==> src/rtl/xconn_pkg.sv <==
package xconn_pkg;
  localparam int REG_W    = 8;
  localparam int CM_BIT   = 7;   // command: 1 = main memory, 0 = auxiliary
  localparam int BID_BIT  = 7;   // status: bidirectional mode
  localparam int BUSY_BIT = 6;   // status: write sequence running
  localparam int MON_BIT  = 6;   // word: monitor channel
  localparam int TX_BIT   = 5;   // word: transmit direction
  localparam int MUX_BIT  = 3;   // word: GCI multiplex select
  localparam int NEAR_W   = 7;   // word bits used when decoding an address

  typedef enum logic [1:0] {
    RA_CMD  = 2'd0,
    RA_SRC  = 2'd1,
    RA_DST  = 2'd2,
    RA_STAT = 2'd3
  } reg_sel_e;

  typedef enum logic [1:0] {
    SQ_IDLE = 2'd0,
    SQ_FWD  = 2'd1,
    SQ_MIR  = 2'd2
  } seq_st_e;

  typedef struct packed {
    logic             bid;
    logic [REG_W-1:0] cmd;
    logic [REG_W-1:0] src;
    logic [REG_W-1:0] dst;
  } conn_snap_t;
endpackage

==> src/rtl/xconn_rst_sync.sv <==
module xconn_rst_sync #(
  parameter int STAGES = 2
) (
  input  logic clk,
  input  logic arst_n,
  output logic rst_n_o
);
  logic [STAGES-1:0] sync_q;
  logic [STAGES-1:0] sync_d;

  always_comb begin
    sync_d = {sync_q[STAGES-2:0], 1'b1};
  end

  always_ff @(posedge clk or negedge arst_n) begin
    if (!arst_n) sync_q <= '0;
    else         sync_q <= sync_d;
  end

  assign rst_n_o = sync_q[STAGES-1];
endmodule

==> src/rtl/xconn_regs.sv <==
module xconn_regs
  import xconn_pkg::*;
(
  input  logic             clk,
  input  logic             rst_n,
  input  logic [1:0]       host_addr,
  input  logic             host_wr,
  input  logic [REG_W-1:0] host_wdata,
  input  logic             busy,
  output logic [REG_W-1:0] host_rdata,
  output logic [REG_W-1:0] cmd_q,
  output logic [REG_W-1:0] src_q,
  output logic [REG_W-1:0] dst_q,
  output logic             bid_q,
  output logic             launch
);
  logic             wr_cmd, wr_src, wr_dst, wr_stat;
  logic [REG_W-1:0] cmd_d, src_d, dst_d;
  logic             bid_d;
  logic [REG_W-1:0] stat_word;

  // write decode and next values
  always_comb begin
    wr_cmd  = host_wr && (host_addr == RA_CMD);
    wr_src  = host_wr && (host_addr == RA_SRC);
    wr_dst  = host_wr && (host_addr == RA_DST);
    wr_stat = host_wr && (host_addr == RA_STAT);
    launch  = wr_dst && !busy;
    cmd_d   = wr_cmd  ? host_wdata : cmd_q;
    src_d   = wr_src  ? host_wdata : src_q;
    dst_d   = launch  ? host_wdata : dst_q;
    bid_d   = wr_stat ? host_wdata[BID_BIT] : bid_q;
  end

  always_ff @(posedge clk or negedge rst_n) begin
    if (!rst_n) begin
      cmd_q <= '0;
      src_q <= '0;
      dst_q <= '0;
      bid_q <= 1'b0;
    end else begin
      cmd_q <= cmd_d;
      src_q <= src_d;
      dst_q <= dst_d;
      bid_q <= bid_d;
    end
  end

  // read path
  always_comb begin
    stat_word           = '0;
    stat_word[BID_BIT]  = bid_q;
    stat_word[BUSY_BIT] = busy;
    case (host_addr)
      RA_CMD:  host_rdata = cmd_q;
      RA_SRC:  host_rdata = src_q;
      RA_DST:  host_rdata = dst_q;
      default: host_rdata = stat_word;
    endcase
  end

  // command register only changes on its own write
  p_cmd_hold_r2: assert property (@(posedge clk) disable iff (!rst_n)
    !(host_wr && host_addr == RA_CMD) |=> $stable(cmd_q));

  // destination register frozen while a sequence runs
  p_dst_locked_r7: assert property (@(posedge clk) disable iff (!rst_n)
    busy |=> $stable(dst_q));

  // mode bit only changes on a status write
  p_bid_hold_r6: assert property (@(posedge clk) disable iff (!rst_n)
    !(host_wr && host_addr == RA_STAT) |=> $stable(bid_q));
endmodule

==> src/rtl/xconn_seq.sv <==
module xconn_seq
  import xconn_pkg::*;
(
  input  logic             clk,
  input  logic             rst_n,
  input  logic             launch,
  input  logic             bid_in,
  input  logic [REG_W-1:0] cmd_in,
  input  logic [REG_W-1:0] src_in,
  input  logic [REG_W-1:0] dst_in,
  output logic             busy,
  output logic             we,
  output logic             mir_sel,
  output conn_snap_t       snap_q
);
  seq_st_e    st_q, st_d;
  conn_snap_t snap_d;

  // next state
  always_comb begin
    st_d = st_q;
    case (st_q)
      SQ_IDLE: if (launch) st_d = SQ_FWD;
      SQ_FWD:  st_d = snap_q.bid ? SQ_MIR : SQ_IDLE;
      SQ_MIR:  st_d = SQ_IDLE;
      default: st_d = SQ_IDLE;
    endcase
  end

  // launch-time capture
  always_comb begin
    snap_d = snap_q;
    if (launch) begin
      snap_d.bid = bid_in;
      snap_d.cmd = cmd_in;
      snap_d.src = src_in;
      snap_d.dst = dst_in;
    end
  end

  always_ff @(posedge clk or negedge rst_n) begin
    if (!rst_n) begin
      st_q   <= SQ_IDLE;
      snap_q <= '0;
    end else begin
      st_q   <= st_d;
      snap_q <= snap_d;
    end
  end

  assign busy    = (st_q != SQ_IDLE);
  assign we      = (st_q == SQ_FWD) || (st_q == SQ_MIR);
  assign mir_sel = (st_q == SQ_MIR);

  // accepted destination write starts a write next cycle
  p_launch_busy_r3: assert property (@(posedge clk) disable iff (!rst_n)
    launch |=> (busy && we && !mir_sel));

  // single mode finishes after one write
  p_single_end_r3: assert property (@(posedge clk) disable iff (!rst_n)
    (st_q == SQ_FWD && !snap_q.bid) |=> (st_q == SQ_IDLE));

  // bidirectional mode writes the mirror right after the forward path
  p_mirror_next_r5: assert property (@(posedge clk) disable iff (!rst_n)
    (st_q == SQ_FWD && snap_q.bid) |=> (st_q == SQ_MIR));

  // captured values hold while a sequence runs
  p_snap_hold_r8: assert property (@(posedge clk) disable iff (!rst_n)
    busy |=> $stable(snap_q));
endmodule

==> src/rtl/xconn_path_fmt.sv <==
module xconn_path_fmt
  import xconn_pkg::*;
#(
  parameter int STRM_W = 2,
  parameter int SLOT_W = 5,
  parameter int GCH_W  = 3
) (
  input  logic                     main_sel,
  input  logic [NEAR_W-1:0]        near_word,
  input  logic [STRM_W-1:0]        near_strm,
  input  logic [SLOT_W-1:0]        far_slot,
  input  logic [STRM_W-1:0]        far_strm,
  input  logic [1:0]               mux_gci,
  output logic [STRM_W+SLOT_W-1:0] addr,
  output logic [STRM_W+SLOT_W-1:0] data
);
  localparam int ADDR_W = STRM_W + SLOT_W;
  localparam int GCI_W  = GCH_W + 4;

  logic             gci_hit;
  logic [GCI_W-1:0] gci_addr;
  logic [ADDR_W-1:0] plain_addr;

  always_comb begin
    gci_hit    = !main_sel && mux_gci[near_word[MUX_BIT]];
    gci_addr   = {1'b1, near_word[MUX_BIT], near_word[TX_BIT],
                  near_word[MON_BIT], near_word[GCH_W-1:0]};
    plain_addr = {near_strm, near_word[SLOT_W-1:0]};
    addr       = gci_hit ? ADDR_W'(gci_addr) : plain_addr;
    data       = {far_strm, far_slot};
  end
endmodule

==> src/rtl/xconn_map.sv <==
module xconn_map
  import xconn_pkg::*;
#(
  parameter int STRM_W = 2,
  parameter int SLOT_W = 5,
  parameter int GCH_W  = 3
) (
  input  conn_snap_t               snap,
  input  logic [1:0]               mux_gci,
  input  logic                     we,
  input  logic                     mir_sel,
  output logic                     cm_aux,
  output logic [STRM_W+SLOT_W-1:0] cm_addr,
  output logic [STRM_W+SLOT_W-1:0] cm_data
);
  localparam int ADDR_W = STRM_W + SLOT_W;
  localparam int NPATH  = 2;

  logic [STRM_W-1:0] ss, ds;
  logic [ADDR_W-1:0] path_addr [NPATH];
  logic [ADDR_W-1:0] path_data [NPATH];
  logic              unused_bits;

  assign ss = snap.cmd[STRM_W-1:0];
  assign ds = snap.cmd[2*STRM_W-1:STRM_W];
  assign unused_bits = ^{snap.cmd[CM_BIT-1:2*STRM_W], snap.src[REG_W-1:NEAR_W],
                         snap.dst[REG_W-1:NEAR_W], snap.bid};

  // path 0 is forward, path 1 is mirrored (roles and streams swapped)
  for (genvar gi = 0; gi < NPATH; gi++) begin : g_path
    logic [NEAR_W-1:0] near_w;
    logic [STRM_W-1:0] near_s, far_s;
    logic [SLOT_W-1:0] far_sl;
    if (gi == 0) begin : g_fwd
      assign near_w = snap.dst[NEAR_W-1:0];
      assign near_s = ds;
      assign far_sl = snap.src[SLOT_W-1:0];
      assign far_s  = ss;
    end else begin : g_mir
      assign near_w = snap.src[NEAR_W-1:0];
      assign near_s = ss;
      assign far_sl = snap.dst[SLOT_W-1:0];
      assign far_s  = ds;
    end
    xconn_path_fmt #(.STRM_W(STRM_W), .SLOT_W(SLOT_W), .GCH_W(GCH_W)) u_fmt (
      .main_sel  (snap.cmd[CM_BIT]),
      .near_word (near_w),
      .near_strm (near_s),
      .far_slot  (far_sl),
      .far_strm  (far_s),
      .mux_gci   (mux_gci),
      .addr      (path_addr[gi]),
      .data      (path_data[gi])
    );
  end

  always_comb begin
    cm_aux  = we && !snap.cmd[CM_BIT];
    cm_addr = we ? path_addr[mir_sel] : '0;
    cm_data = we ? path_data[mir_sel] : '0;
  end
endmodule

==> src/rtl/xconn_setup_ctl.sv <==
module xconn_setup_ctl
  import xconn_pkg::*;
#(
  parameter int STRM_W = 2,
  parameter int SLOT_W = 5,
  parameter int GCH_W  = 3
) (
  input  logic                     clk,
  input  logic                     rst_n,
  input  logic [1:0]               host_addr,
  input  logic                     host_wr,
  input  logic [REG_W-1:0]         host_wdata,
  output logic [REG_W-1:0]         host_rdata,
  input  logic [1:0]               mux_gci,
  output logic                     cm_we,
  output logic                     cm_aux,
  output logic [STRM_W+SLOT_W-1:0] cm_addr,
  output logic [STRM_W+SLOT_W-1:0] cm_data
);
  logic             srst_n;
  logic             busy, launch, bid_q, mir_sel;
  logic [REG_W-1:0] cmd_q, src_q, dst_q;
  conn_snap_t       snap_q;

  xconn_rst_sync #(.STAGES(2)) u_rst (
    .clk     (clk),
    .arst_n  (rst_n),
    .rst_n_o (srst_n)
  );

  xconn_regs u_regs (
    .clk        (clk),
    .rst_n      (srst_n),
    .host_addr  (host_addr),
    .host_wr    (host_wr),
    .host_wdata (host_wdata),
    .busy       (busy),
    .host_rdata (host_rdata),
    .cmd_q      (cmd_q),
    .src_q      (src_q),
    .dst_q      (dst_q),
    .bid_q      (bid_q),
    .launch     (launch)
  );

  // destination is taken from the write data itself at launch
  xconn_seq u_seq (
    .clk     (clk),
    .rst_n   (srst_n),
    .launch  (launch),
    .bid_in  (bid_q),
    .cmd_in  (cmd_q),
    .src_in  (src_q),
    .dst_in  (host_wdata),
    .busy    (busy),
    .we      (cm_we),
    .mir_sel (mir_sel),
    .snap_q  (snap_q)
  );

  xconn_map #(.STRM_W(STRM_W), .SLOT_W(SLOT_W), .GCH_W(GCH_W)) u_map (
    .snap    (snap_q),
    .mux_gci (mux_gci),
    .we      (cm_we),
    .mir_sel (mir_sel),
    .cm_aux  (cm_aux),
    .cm_addr (cm_addr),
    .cm_data (cm_data)
  );

  logic unused_dst;
  assign unused_dst = ^dst_q;

  // in the main memory the second of two back-to-back writes swaps address and data
  p_mirror_swap_r5: assert property (@(posedge clk) disable iff (!srst_n)
    (cm_we && $past(cm_we) && !cm_aux) |->
      (cm_addr == $past(cm_data) && cm_data == $past(cm_addr)));
endmodule

==> config.mk <==
export PLATFORM = sky130hd
export DESIGN_NAME = xconn_setup_ctl
export DESIGN_NICKNAME = d
export VERILOG_FILES = /design/src/rtl/xconn_pkg.sv /design/src/rtl/xconn_rst_sync.sv /design/src/rtl/xconn_regs.sv /design/src/rtl/xconn_seq.sv /design/src/rtl/xconn_path_fmt.sv /design/src/rtl/xconn_map.sv /design/src/rtl/xconn_setup_ctl.sv
export SDC_FILE = /design/constraint.sdc
export NUM_CORES = 1
export LEC_CHECK = 0
export ABC_CLOCK_PERIOD_IN_PS = 1600
export BUFFER_PORTS_ARGS = -buffer_cell sky130_fd_sc_hd__buf_2
export CAP_MARGIN = 0
export CORE_ASPECT_RATIO = 0.5
export CORE_MARGIN = 2
export CORE_UTILIZATION = 55
export DETAILED_ROUTE_END_ITERATION = 6
export PLACE_DENSITY = 0.79
export RECOVER_POWER = 100
export SETUP_SLACK_MARGIN = 0.4
export SYNTH_ARGS = -nofsm -noshare
export SYNTH_HDL_FRONTEND = slang
export SYNTH_SLANG_ARGS = --single-unit
==> constraint.sdc <==
create_clock -name clk -period 1.6 [get_ports clk]
set_clock_uncertainty 0.05 [all_clocks]
set_input_delay 0.08 -clock clk [delete_from_list [all_inputs] [get_ports clk]]
set_output_delay 0.08 -clock clk [all_outputs]
set_load 0.01 [all_outputs]
# Word-level counts from Yosys, hierarchy flattened
# Cells that the tools add are included.
# Widths: inputs -> output; s select.
dict set report totals {
  register_bits 45
  out_inout_bits 24
}
dict set report classes {
  n_eq_ne 6
  reduce_logical 14
  n_mux 18
  n_lt_le_gt_ge 3
  bitwise_logic 1
}
# op count
set op_table {}
lappend op_table {{$mux 7} 10}
lappend op_table {{$pmux 8 s3} 1}
lappend op_table {{$logic_and 1x1->1} 8}
lappend op_table {{$eq 2x2->1 const B} 3}
lappend op_table {{$eq 2x1->1 const B} 2}
lappend op_table {{$logic_not 2->1} 2}
lappend op_table {{$lt 1x2->1 const B} 2}
lappend op_table {{$mux 1} 4}
lappend op_table {{$mux 2} 2}
lappend op_table {{$pmux 2 s2} 1}
lappend op_table {{$ge 2x2->1 const B} 1}
lappend op_table {{$logic_not 1->1} 2}
lappend op_table {{$ne 2x2->1 const B} 1}
lappend op_table {{$not 1->2} 1}
lappend op_table {{$reduce_bool 2->1} 1}
lappend op_table {{$logic_or 1x1->1} 1}

# Depth between registers and ports, before layout
# Gate-level depths: netlist of the first run.
dict set report depth {
  depth_word 8
  depth_mapped 6
  mapped_depth_nobuf 5
}

# Cells and area by module
# From an unflattened synthesis of the first run, not the netlist that was laid out.
dict set report hier_totals {
  cells_unflattened 219
  area_unflattened_um2 3000.4
}
# module area_per_inst_um2 n_inst cells_per_inst
set by_module_without_submodules {}
lappend by_module_without_submodules {xconn_seq 1187.4 1 66}
lappend by_module_without_submodules {xconn_regs 1177.4 1 72}
lappend by_module_without_submodules {xconn_path_fmt 156.4 2 23}
lappend by_module_without_submodules {xconn_map 269.0 1 32}
lappend by_module_without_submodules {xconn_rst_sync 53.8 1 3}

# Worst setup path before layout of the first run
# OpenSTA, ideal clock, no wires.
dict set report synth_timing {
  path_kind {flip-flop to output port}
  start {register u_seq.st_q[1]}
  end {output cm_addr[3]}
  arrival_time_ns 1.339
  t_required_ns 1.470
  stages_incl_launch_ff 6
  path_slack_ns 0.131
  path_buffers 0
  path_cell_list {dfrtp_1 -> inv_1 -> ha_1 -> nor2b_1 -> o21ai_0 -> o22ai_1}
}
# item line
set synth_lines {}
lappend synth_lines {{from (decl)} xconn_seq.sv:16} ;# seq_st_e st_q, st_d;
lappend synth_lines {{from (signal assigned)} xconn_seq.sv:46} ;# st_q <= st_d;
lappend synth_lines {{$eq 2x1->1 / $eq 2x2->1 (equally long branches)} xconn_seq.sv:52} ;# assign we = (st_q == SQ_FWD) || (st_q == SQ_MIR);
lappend synth_lines {{$logic_or 1x1->1 (*)} xconn_seq.sv:52}
lappend synth_lines {{net cm_we} xconn_setup_ctl.sv:15} ;# output logic cm_we,
lappend synth_lines {{$mux 7 (*)} xconn_map.sv:59} ;# cm_addr = we ? path_addr[mir_sel] : '0;
lappend synth_lines {{to (decl)} xconn_setup_ctl.sv:17} ;# output logic [STRM_W+SLOT_W-1:0] cm_addr,
# Mark *: on every way through the listed nets, which the timed path passes. The rest lies on a longest branch. The select of a mux whose other input is x is not followed.

# Final worst setup path of the first run
dict set report layout_timing {
  start {register u_seq.st_q[0]}
  end {output cm_data[3]}
}
dict set report layout_between {
  elab_chain_len 6
}
# item line
set layout_lines {}
lappend layout_lines {{$eq 2x2->1} {xconn_seq.sv:52, xconn_seq.sv:53}}
lappend layout_lines {{$not 1->2 (not written as such)} xconn_map.sv:60} ;# cm_data = we ? path_data[mir_sel] : '0;
lappend layout_lines {{$mux 7 (not written as such) (3 in series)} xconn_map.sv:60}
lappend layout_lines {{$mux 7 (*)} xconn_map.sv:60}
lappend layout_lines {{to (decl)} xconn_setup_ctl.sv:18} ;# output logic [STRM_W+SLOT_W-1:0] cm_data
# Mark *: on every way between the ends. The rest lies on a longest branch, timed or not. The select of a mux whose other input is x is not followed.

==> metrics, run 1 <==
status=finished with violations; failing checks=negative setup slack; Via density=6.62; Pwr Total=0.00731 W; final hold violation count=0; DIE HEIGHT=48.2 um; Worst EP arrival=1.81 ns; top-count cell post-synth=dfrtp_1; Clock Tree Root=clkbuf_8; Main synth FF type=dfrtp_1; Layout Nets=284; Initial Utilization=0.600; worst reg-to-reg path cell count=8; leakage=1.59 nW; Chip Width=92.4 um; die footprint=0.00445 mm^2; largest net degree at the start of global routing=41; share of post-route cells with drive strength above 1=0.644; total I/O pin count=39; crit end category=output port; Clock Tree Buf Depth=2; Max Clock Freq=0.517 GHz; Yosys top cell by area=dfrtp_1; Crit. Startpoint=u_seq.st_q[0]; global-route wire length before repair=11.2 mm; Synth top cells by count=dfrtp_1, mux2_2, mux2i_1; H-tree Lvls=2; CP max FO=10; routed via count=2105; Netlist Area Pre-Place=0.00215 mm^2; count of cell types in the netlist=26; port bufs=38; DRT Wirelength=8.94 mm; ANT nets after route=0; clock slew at reported path FFs=0.09 ns; R2R Path Start=u_seq.st_q[0]; synth top area cells=dfrtp_1, mux2_2, mux2i_1, nor2b_1, o21ai_0; CTS tree=built; Starting DRT DRC Count=199; Core Area=0.00358 mm^2; Syn Inst Count=174; antenna diode count=0; Syn Area/Cell=12.4 um^2; Setup TNS=-6.57 ns; wire length per cell=28.1 um; Finish-stage setup viols=38; Post-Place Cell Area=0.00258 mm^2; design area=0.00342 mm^2; number of placed instances, taps included=269; Synth Register Bits=42; remaining routing DRC violations=0; number of global-route vias before repair=1951; HP Class=primary input to flop; Pre-antenna DRT Iters=5; Worst Path Class, Setup=flop to output port; CP endpoint=cm_data[3]; actual slew at the worst max-slew pin=1.00 ns; # fillers=82; setup ws final=-0.335 ns; Final period util=1.21; placer congestion estimate=0.887; initial antenna violation count=0; part of the Yosys area used for sequential elements=0.489; unrepaired setup endpoints after global routing=yes; Power Dens Cells=2130 mW/mm^2; YS warnings=0; Async S/R FF share, synth=1.00; Max-cap violations=0; maximum VDD drop=1390 uV; Post-synth EDFFs=0; startpoint type of the worst setup path=flop; Slew Limit Fails=0; TritonCTS Buffers=5; fin crit period=1.94 ns; hpwl dp=3.40 mm; reg-to-reg endpoint=u_seq.snap_q[18]; GRT Util Overall=0.360; Slew HR=0.332; row count=15; clock sink count=42; Clock Latency Late Sink=0.30 ns; reg-to-reg setup timing slack=-0.13 ns; Synth-to-Final Area Change=59.3%; total grt overflow=0; data required time of the critical path=1.47 ns; Post-Syn Nets=192; Finished Layout Cells=318; area share of the largest cell type after synthesis=0.489
## per-stage QoR
stage                      util  hold slack (ns)  setup WS (ns)
after floorplan               -           -0.266          0.293
after global placement    0.719           -0.185          0.138
after detailed placement  0.719           -0.183         0.0888
after CTS                 0.869          0.00649         -0.171
after global routing      0.955          0.00792         -0.353
final                     0.955          0.00405         -0.335
## cell type report
cell class,count,area (um^2),share of cell area
well taps,51,63.8,0.0186
inverters,3,11.3,0.00329
clock buffers,6,82.6,0.0241
flip-flops and latches,42,1060,0.309
clock inverters,2,60.1,0.0175
repair buffers,93,808,0.236
multi-input cells,121,1340,0.391
## logic make-up (layout without fill, tap and decap cells)
| logic type | after synthesis | in the layout | synth area share |
|---|---|---|---|
| compound gates | 24 | 24 | 0.0687 |
| other cells | 1 | 1 | 0.00174 |
| fa+ha+maj | 3 | 3 | 0.0175 |
| buf+inv | 11 | 104 | 0.0250 |
| flops | 42 | 42 | 0.489 |
| simple gates | 35 | 35 | 0.0943 |
| mux | 58 | 58 | 0.304 |
## worst max-delay path: stages (launching register included)
cell and delay [ns]:
dfrtp_1 0.42, inv_2 0.13, ha_4 0.20, buf_12 0.15, mux2i_1 0.36, nor2b_2 0.09
buf_2 0.15
## sequential cells by signal, summed over array words and instances, names as in the netlist
signal,count
u_seq.snap_q,21
u_regs.cmd_q,8
u_regs.src_q,8
u_rst.sync_q,2
u_seq.st_q,2
u_regs.bid_q,1
## routing by layer
layer	share of wire	global-route usage	vias up	wire, um
met5	0	0	-	0
met4	0.075	0.203	0	672
met3	0.11	0.113	84	966
met2	0.44	0.618	188	3910
met1	0.38	0.431	1023	3380
li1	-	-	810	-
## how the worst min path moves through the flow
stage	start	endpoint	slack (ns)	cells past startpoint
2_1_floorplan	rst_n	u_rst.sync_q[0]	-0.27	0
3_3_place_gp	rst_n	u_rst.sync_q[0]	-0.18	1
3_5_place_dp	rst_n	u_rst.sync_q[0]	-0.18	1
4_1_cts	host_wdata[4]	u_regs.cmd_q[4]	0.006	2
5_1_grt	host_wdata[4]	u_seq.snap_q[4]	0.008	2
6_report	host_wdata[4]	u_seq.snap_q[4]	0.004	2
## cell usage in the layout, fill, tap and decap left out, types with 6 or more instances in the layout
cell type	n
dfrtp_1	36
buf_2	28
buf_4	27
mux2_4	20
mux2_2	17
buf_6	15
mux2i_1	8
nor2b_2	8
nand2_1	7
dlygate4sd3_1	7
o21ai_1	6
clkbuf_8	6
dfrtp_2	6
## where the power goes
group / internal (W) / leakage [nW] / switching [W]
sequential: 0.00145 / 0.496 / 0.000554
clock: 0.000667 / 0.0714 / 0.000413
combinational: 0.00240 / 1.02 / 0.00183
total: 0.00451 / 1.59 / 0.00279
## timing repair
action	4_1_cts	5_1_grt
gates cloned	2	1
pin swaps	2	6
resized for setup	44	42
setup buffers	16	15
setup endpoints to repair	45	46
hold buffers	7	0
hold endpoints to repair	15	0
Note: power is estimated with default switching activity, not from simulation.
==> inputs of run 2 (changes only) <==
Settings changed: SETUP_SLACK_MARGIN 0.4 to 0.3.
==> run 2 against run 1 <==
Net effect:
- the run still ends with negative setup slack left
- worst hold slack gained 0.0080 ns
- power shrank 11%
- non-clock buffer count shrank 12
- critical path type unchanged
==> metrics, run 2 (synthesis gave the netlist of run 1 again) <==
status=finished with violations (unchanged); failing checks=negative setup slack (unchanged); Switching Share=0.381 (was 0.382); biggest regs=u_seq.snap_q: 21 flops, u_regs.cmd_q: 8 flops, u_regs.src_q: 8 flops (unchanged); worst hold start=host_wdata[7] (was host_wdata[4]); Seq pwr share=0.292 (was 0.274); CTS tree=built (unchanged); DIE HEIGHT=48.2 um (unchanged); setup ws final=-0.294 ns (was -0.335 ns); Sw Pwr=0.00249 W (was 0.00279 W); actual slew at the worst max-slew pin=1.00 ns (about the same); Worst EP arrival=1.76 ns (was 1.81 ns); Pwr Total=0.00653 W (was 0.00731 W); Final period util=1.18 (was 1.21); Clk network pwr share=0.125 (was 0.148); Clock Tree Buf Depth=2 (unchanged); total grt overflow=0 (unchanged); DRT Wirelength=8.09 mm (was 8.94 mm); die footprint=0.00445 mm^2 (unchanged); leakage=1.51 nW (was 1.59 nW); total I/O pin count=39 (unchanged); remaining routing DRC violations=0 (unchanged); Hold WS=0.0120 ns (was 0.00405 ns); flip-flop count of the largest register after layout=21 (unchanged); Max Clock Freq=0.528 GHz (was 0.517 GHz); clock slew at reported path FFs=0.08 ns (was 0.09 ns); Slew Limit Fails=0 (unchanged); startpoint type of the worst setup path=flop (unchanged); Clock Latency Late Sink=0.31 ns (was 0.30 ns); Synth-to-Final Area Change=49.5% (was 59.3%); initial antenna violation count=0 (unchanged); design area=0.00321 mm^2 (was 0.00342 mm^2); routed via count=2024 (was 2105); CP cell instances=buf_4 > nand2b_1 > a21oi_1 > o22ai_1 > buf_2 (was inv_2 > ha_4 > buf_12 > mux2i_1 > nor2b_2 > buf_2); ANT nets after route=0 (unchanged); P_int=0.00404 W (was 0.00451 W); CP max FO=7 (was 10); pre-CTS setup slack=0.102 ns (was 0.0888 ns); Finish-stage setup viols=35 (was 38); port bufs=38 (unchanged); most flop-heavy register=u_seq.snap_q (unchanged); Max-cap violations=0 (unchanged); GRT Util Overall=0.314 (was 0.360); H-tree Lvls=2 (unchanged); hpwl dp=3.24 mm (was 3.40 mm); Post-Place Cell Area=0.00254 mm^2 (was 0.00258 mm^2); Chip Width=92.4 um (unchanged); combinational power share=0.583 (was 0.578); Initial Utilization=0.600 (unchanged); Pre-antenna DRT Iters=5 (unchanged); Critical Path Slowest Stage Cell=dfrtp_1 (unchanged); Layout Nets=272 (was 284); Slew HR=0.332 (about the same); data required time of the critical path=1.47 ns (about the same); maximum VDD drop=1100 uV (was 1390 uV); Worst path top cell family by delay=flip-flops (was buffers and inverters); row count=15 (unchanged); TritonCTS Buffers=5 (unchanged); Crit. Startpoint=u_seq.snap_q[23] (was u_seq.st_q[0]); R2R Path Start=u_seq.st_q[0] (unchanged); CP max stage delay=0.49 ns (was 0.42 ns); placer congestion estimate=0.787 (was 0.887); commonest non-fill, non-tap cell in the layout=dfrtp_1 (unchanged); Worst Path Class, Setup=flop to output port (unchanged); Clock Tree Root=clkbuf_8 (unchanged); crit end category=output port (unchanged); final hold violation count=0 (unchanged); crit path buf inv count=2 (was 3); fin crit period=1.89 ns (was 1.94 ns); Core Area=0.00358 mm^2 (unchanged); HP Class=primary input to flop (unchanged); commonest cells after routing, fill and taps aside=dfrtp_1, buf_2, mux2_4 (was dfrtp_1, buf_2, buf_4); Power Dens Cells=2030 mW/mm^2 (was 2130 mW/mm^2); Via density=6.59 (was 6.62); largest net degree at the start of global routing=41 (unchanged); # fillers=129 (was 82); share of post-route cells with drive strength above 1=0.584 (was 0.644); global-route wire length before repair=10.0 mm (was 11.2 mm); Starting DRT DRC Count=253 (was 199); number of global-route vias before repair=1862 (was 1951); clock sink count=42 (unchanged); wire length per cell=26.4 um (was 28.1 um); unrepaired setup endpoints after global routing=yes (unchanged)
run 2: cell count changes in the layout (fill, tap and decap cells not counted), moves of 3 or more:
cell	previous run	this run
dfrtp_1	36	39
mux2i_4	5	2
dfrtp_2	6	3
buf_4	27	18
mux2i_1	8	12
run 2: final timing paths:
| path | to | slack (ns) | cells after the start |
|---|---|---|---|
| setup / recovery | cm_addr[3] | -0.29 | 5 |
| max in group asynchronous | u_seq.snap_q[11] | 0.36 | 1 |
| min in group asynchronous | u_rst.sync_q[0] | 0.04 | 2 |
| setup reg to reg | u_seq.snap_q[13] | -0.14 | 8 |
| hold / removal | u_seq.snap_q[7] | 0.01 | 2 |
| hold reg to reg | u_rst.sync_q[1] | 0.31 | 0 |
run 2: cell type report:
type / instances / area (um^2) / share of cell area
antenna: 1 / 2.50 / 0.000779
timing repair buffer: 81 / 707 / 0.220
multi-input combinational: 121 / 1260 / 0.394
tap: 51 / 63.8 / 0.0199
clock buffer: 8 / 110 / 0.0343
sequential: 42 / 1050 / 0.328
inverter: 3 / 11.3 / 0.00350
run 2: routing by layer:
layer,part of all wire,vias to the layer above,global-route usage
met4,0.069,0,0.143
met2,0.45,184,0.561
met3,0.091,63,0.0757
met1,0.39,991,0.386
li1,-,786,-
met5,0,-,0
run 2: metrics by stage:
stage                util  std cells  TNS (ns)
floorplan               -        174         0
global placement    0.708        268         0
detailed placement  0.708        268         0
CTS                 0.851        295     -1.41
global route        0.896        306     -6.18
finish              0.897        307     -5.48
run 2: worst reg2reg max path, cell delays in order, from the launching register on:
cell and delay [ns]:
dfrtp_1 0.41, inv_2 0.13, ha_4 0.17, buf_6 0.10
buf_6 0.11, nand2_8 0.07, buf_12 0.15, buf_12 0.14
mux2_4 0.31
run 2: power by group through the flow:
| stage | Sequential, W | Combinational [W] | Clock [W] |
|---|---|---|---|
| 3_3_place_gp | 0.00174 | 0.00213 | 0 |
| 2_1_floorplan | 0.00168 | 0.00157 | 0 |
| 4_1_cts | 0.00177 | 0.00296 | 0.000808 |
| 3_5_place_dp | 0.00177 | 0.00219 | 0 |
| 6_report | 0.00191 | 0.00380 | 0.000819 |
| 5_1_grt | 0.00192 | 0.00392 | 0.000867 |
run 2: repair_timing:
item,CTS,global route
cloned,3,0
pin swaps,4,3
buffers inserted,11,11
endpoints found under the hold margin,14,0
hold buffers,5,0
resized for setup,44,26
setup endpoints to repair,38,46
==> inputs of run 3 (changes only) <==
Settings changed: CORE_UTILIZATION 55 to 49, PLACE_DENSITY 0.79 to 0.72.
==> run 3 against run 2 <==
Net effect:
- the run still ends with negative setup slack left
- clock power grew 28%
- maximum frequency increased by 1.6%
- global-route usage is 6.9 points lower
- final cell count up 2.0%
- first-iteration DRC count is 40% lower
- critical path type unchanged
- largest cell class unchanged
- largest power group unchanged
- highest routed layer unchanged
==> metrics, run 3 (synthesis gave the netlist of run 1 again) <==
Critical Path Slowest Stage Cell=dfrtp_1 (unchanged); largest net degree at the start of global routing=25 (was 41); CP max stage delay=0.41 ns (was 0.49 ns); number of global-route vias before repair=1753 (was 1862); Core Util, Final=0.820 (was 0.897); DIE HEIGHT=50.8 um (was 48.2 um); Via density=5.77 (was 6.59); Clock Tree Buf Depth=2 (unchanged); clock sink count=42 (unchanged); data required time of the critical path=1.47 ns (about the same); antenna diode count=0 (was 1); Worst EP arrival=1.73 ns (was 1.76 ns); startpoint type of the worst setup path=flop (unchanged); Worst Path Class, Setup=flop to output port (unchanged); remaining routing DRC violations=0 (unchanged); GRT Util Overall=0.245 (was 0.314); Starting DRT DRC Count=152 (was 253); row count=16 (was 15); unrepaired setup endpoints after global routing=yes (unchanged); TritonCTS Buffers=5 (unchanged); commonest non-fill, non-tap cell in the layout=dfrtp_1 (unchanged); hpwl dp=3.41 mm (was 3.24 mm); CP max FO=3 (was 7); initial antenna violation count=0 (unchanged); Max Clock Freq=0.536 GHz (was 0.528 GHz); CTS tree=built (unchanged); Post-Place Cell Area=0.00255 mm^2 (was 0.00254 mm^2); port bufs=38 (unchanged); routed via count=1806 (was 2024); placer congestion estimate=0.789 (was 0.787); leakage=1.57 nW (was 1.51 nW); die footprint=0.00497 mm^2 (was 0.00445 mm^2); CP cell instances=mux2i_1 > nor2_1 > o311a_4 > buf_6 (was buf_4 > nand2b_1 > a21oi_1 > o22ai_1 > buf_2); Power Dens Cells=1960 mW/mm^2 (was 2030 mW/mm^2); wire length per cell=20.8 um (was 26.4 um); most flop-heavy register=u_seq.snap_q (unchanged); share of post-route cells with drive strength above 1=0.598 (was 0.584); failing checks=negative setup slack (unchanged); Finished Layout Cells=313 (was 307); Chip Width=97.7 um (was 92.4 um); Pwr Total=0.00650 W (was 0.00653 W); Pre-antenna DRT Iters=4 (was 5); commonest cells after routing, fill and taps aside=dfrtp_1, buf_2, mux2_4 (unchanged); Setup TNS=-3.57 ns (was -5.48 ns); final hold violation count=0 (unchanged); ANT nets after route=0 (unchanged); setup ws final=-0.264 ns (was -0.294 ns); Synth-to-Final Area Change=54.2% (was 49.5%); Initial Utilization=0.532 (was 0.600); Final period util=1.17 (was 1.18); biggest regs=u_seq.snap_q: 21 flops, u_regs.cmd_q: 8 flops, u_regs.src_q: 8 flops (unchanged); Slew Limit Fails=0 (unchanged); Max-cap violations=0 (unchanged); Layout Nets=276 (was 272); Core Area=0.00404 mm^2 (was 0.00358 mm^2); Finish-stage setup viols=37 (was 35); total I/O pin count=39 (unchanged); crit end category=output port (unchanged); Clock Latency Late Sink=0.30 ns (was 0.31 ns); Clock Tree Root=clkbuf_8 (unchanged); fin crit period=1.86 ns (was 1.89 ns); DRT Wirelength=6.52 mm (was 8.09 mm); H-tree Lvls=2 (unchanged); flip-flop count of the largest register after layout=21 (unchanged); maximum VDD drop=1220 uV (was 1100 uV); status=finished with violations (unchanged); design area=0.00332 mm^2 (was 0.00321 mm^2); number of placed instances, taps included=271 (was 268); HP Class=primary input to flop (unchanged); total grt overflow=0 (unchanged); clock slew at reported path FFs=0.08 ns (about the same); global-route wire length before repair=9.13 mm (was 10.0 mm)
==> run 3: cell types whose count changed in the layout (fill, tap and decap cells not counted), sizes merged <==
cell,delta
diode,-1
buf,+7
dlygate4sd3,+3
clkbuf,-8
bufinv,+2
==> run 3: worst max-delay path, delay by kind of cell, from the launching register on <==
| family | cells | cell delay, ns |
|---|---|---|
| buffers and inverters | 1 | 0.12 |
| multiplexers | 1 | 0.38 |
| flip-flops | 1 | 0.41 |
| AND/OR/NAND/NOR | 1 | 0.13 |
| AO/OA/AOI/OAI | 1 | 0.39 |
==> run 3: layout make-up <==
type,instances,area [um^2]
flip-flops and latches,42,1050
clock buffers,6,82.6
inverters,3,11.3
multi-input cells,121,1270
well taps,54,67.6
fillers,193,728
repair buffers,85,767
clock inverters,2,60.1
==> run 3: worst paths after layout <==
kind / cells after the start / slack, ns / from / to
max in group asynchronous: 1 / 0.88 / u_rst.sync_q[1] / u_seq.snap_q[2]
worst max register to register: 8 / -0.11 / u_seq.st_q[1] / u_seq.snap_q[18]
worst min register to register: 0 / 0.15 / u_rst.sync_q[1] / u_regs.bid_q
min in group asynchronous: 2 / 0.04 / rst_n / u_rst.sync_q[0]
worst min-delay path: 2 / 0.004 / host_wdata[3] / u_seq.snap_q[3]
worst max-delay path: 4 / -0.26 / u_seq.snap_q[3] / cm_addr[6]
==> run 3: timing repair <==
item,4_1_cts,5_1_grt
setup buffers,11,12
endpoints found under the hold margin,17,0
endpoints found under the setup margin,41,42
hold buffers,8,0
pin swaps,1,4
cloned,2,1
gates resized for setup,42,30
==> run 3: power by group <==
part / total (W) / switching [W] / internal (W)
combinational: 0.00357 / 0.00143 / 0.00215
clock: 0.00105 / 0.000385 / 0.000666
sequential: 0.00188 / 0.000441 / 0.00144
total: 0.00650 / 0.00225 / 0.00425
==> run 3: through the flow <==
stage               setup WS, ns  hold slack (ns)
global placement           0.137           -0.185
finish                    -0.264          0.00444
global route              -0.342         -0.00385
detailed placement        0.0831           -0.184
CTS                       -0.187         0.000178
floorplan                  0.273           -0.266
==> run 3: layer usage <==
metal  GRT usage  vias up  routed length, um
li1            -      793                  -
met1       0.312      899               2590
met2       0.420       85               3200
met3      0.0670       29                451
met4      0.0764        0                276
met5           0        -                  0
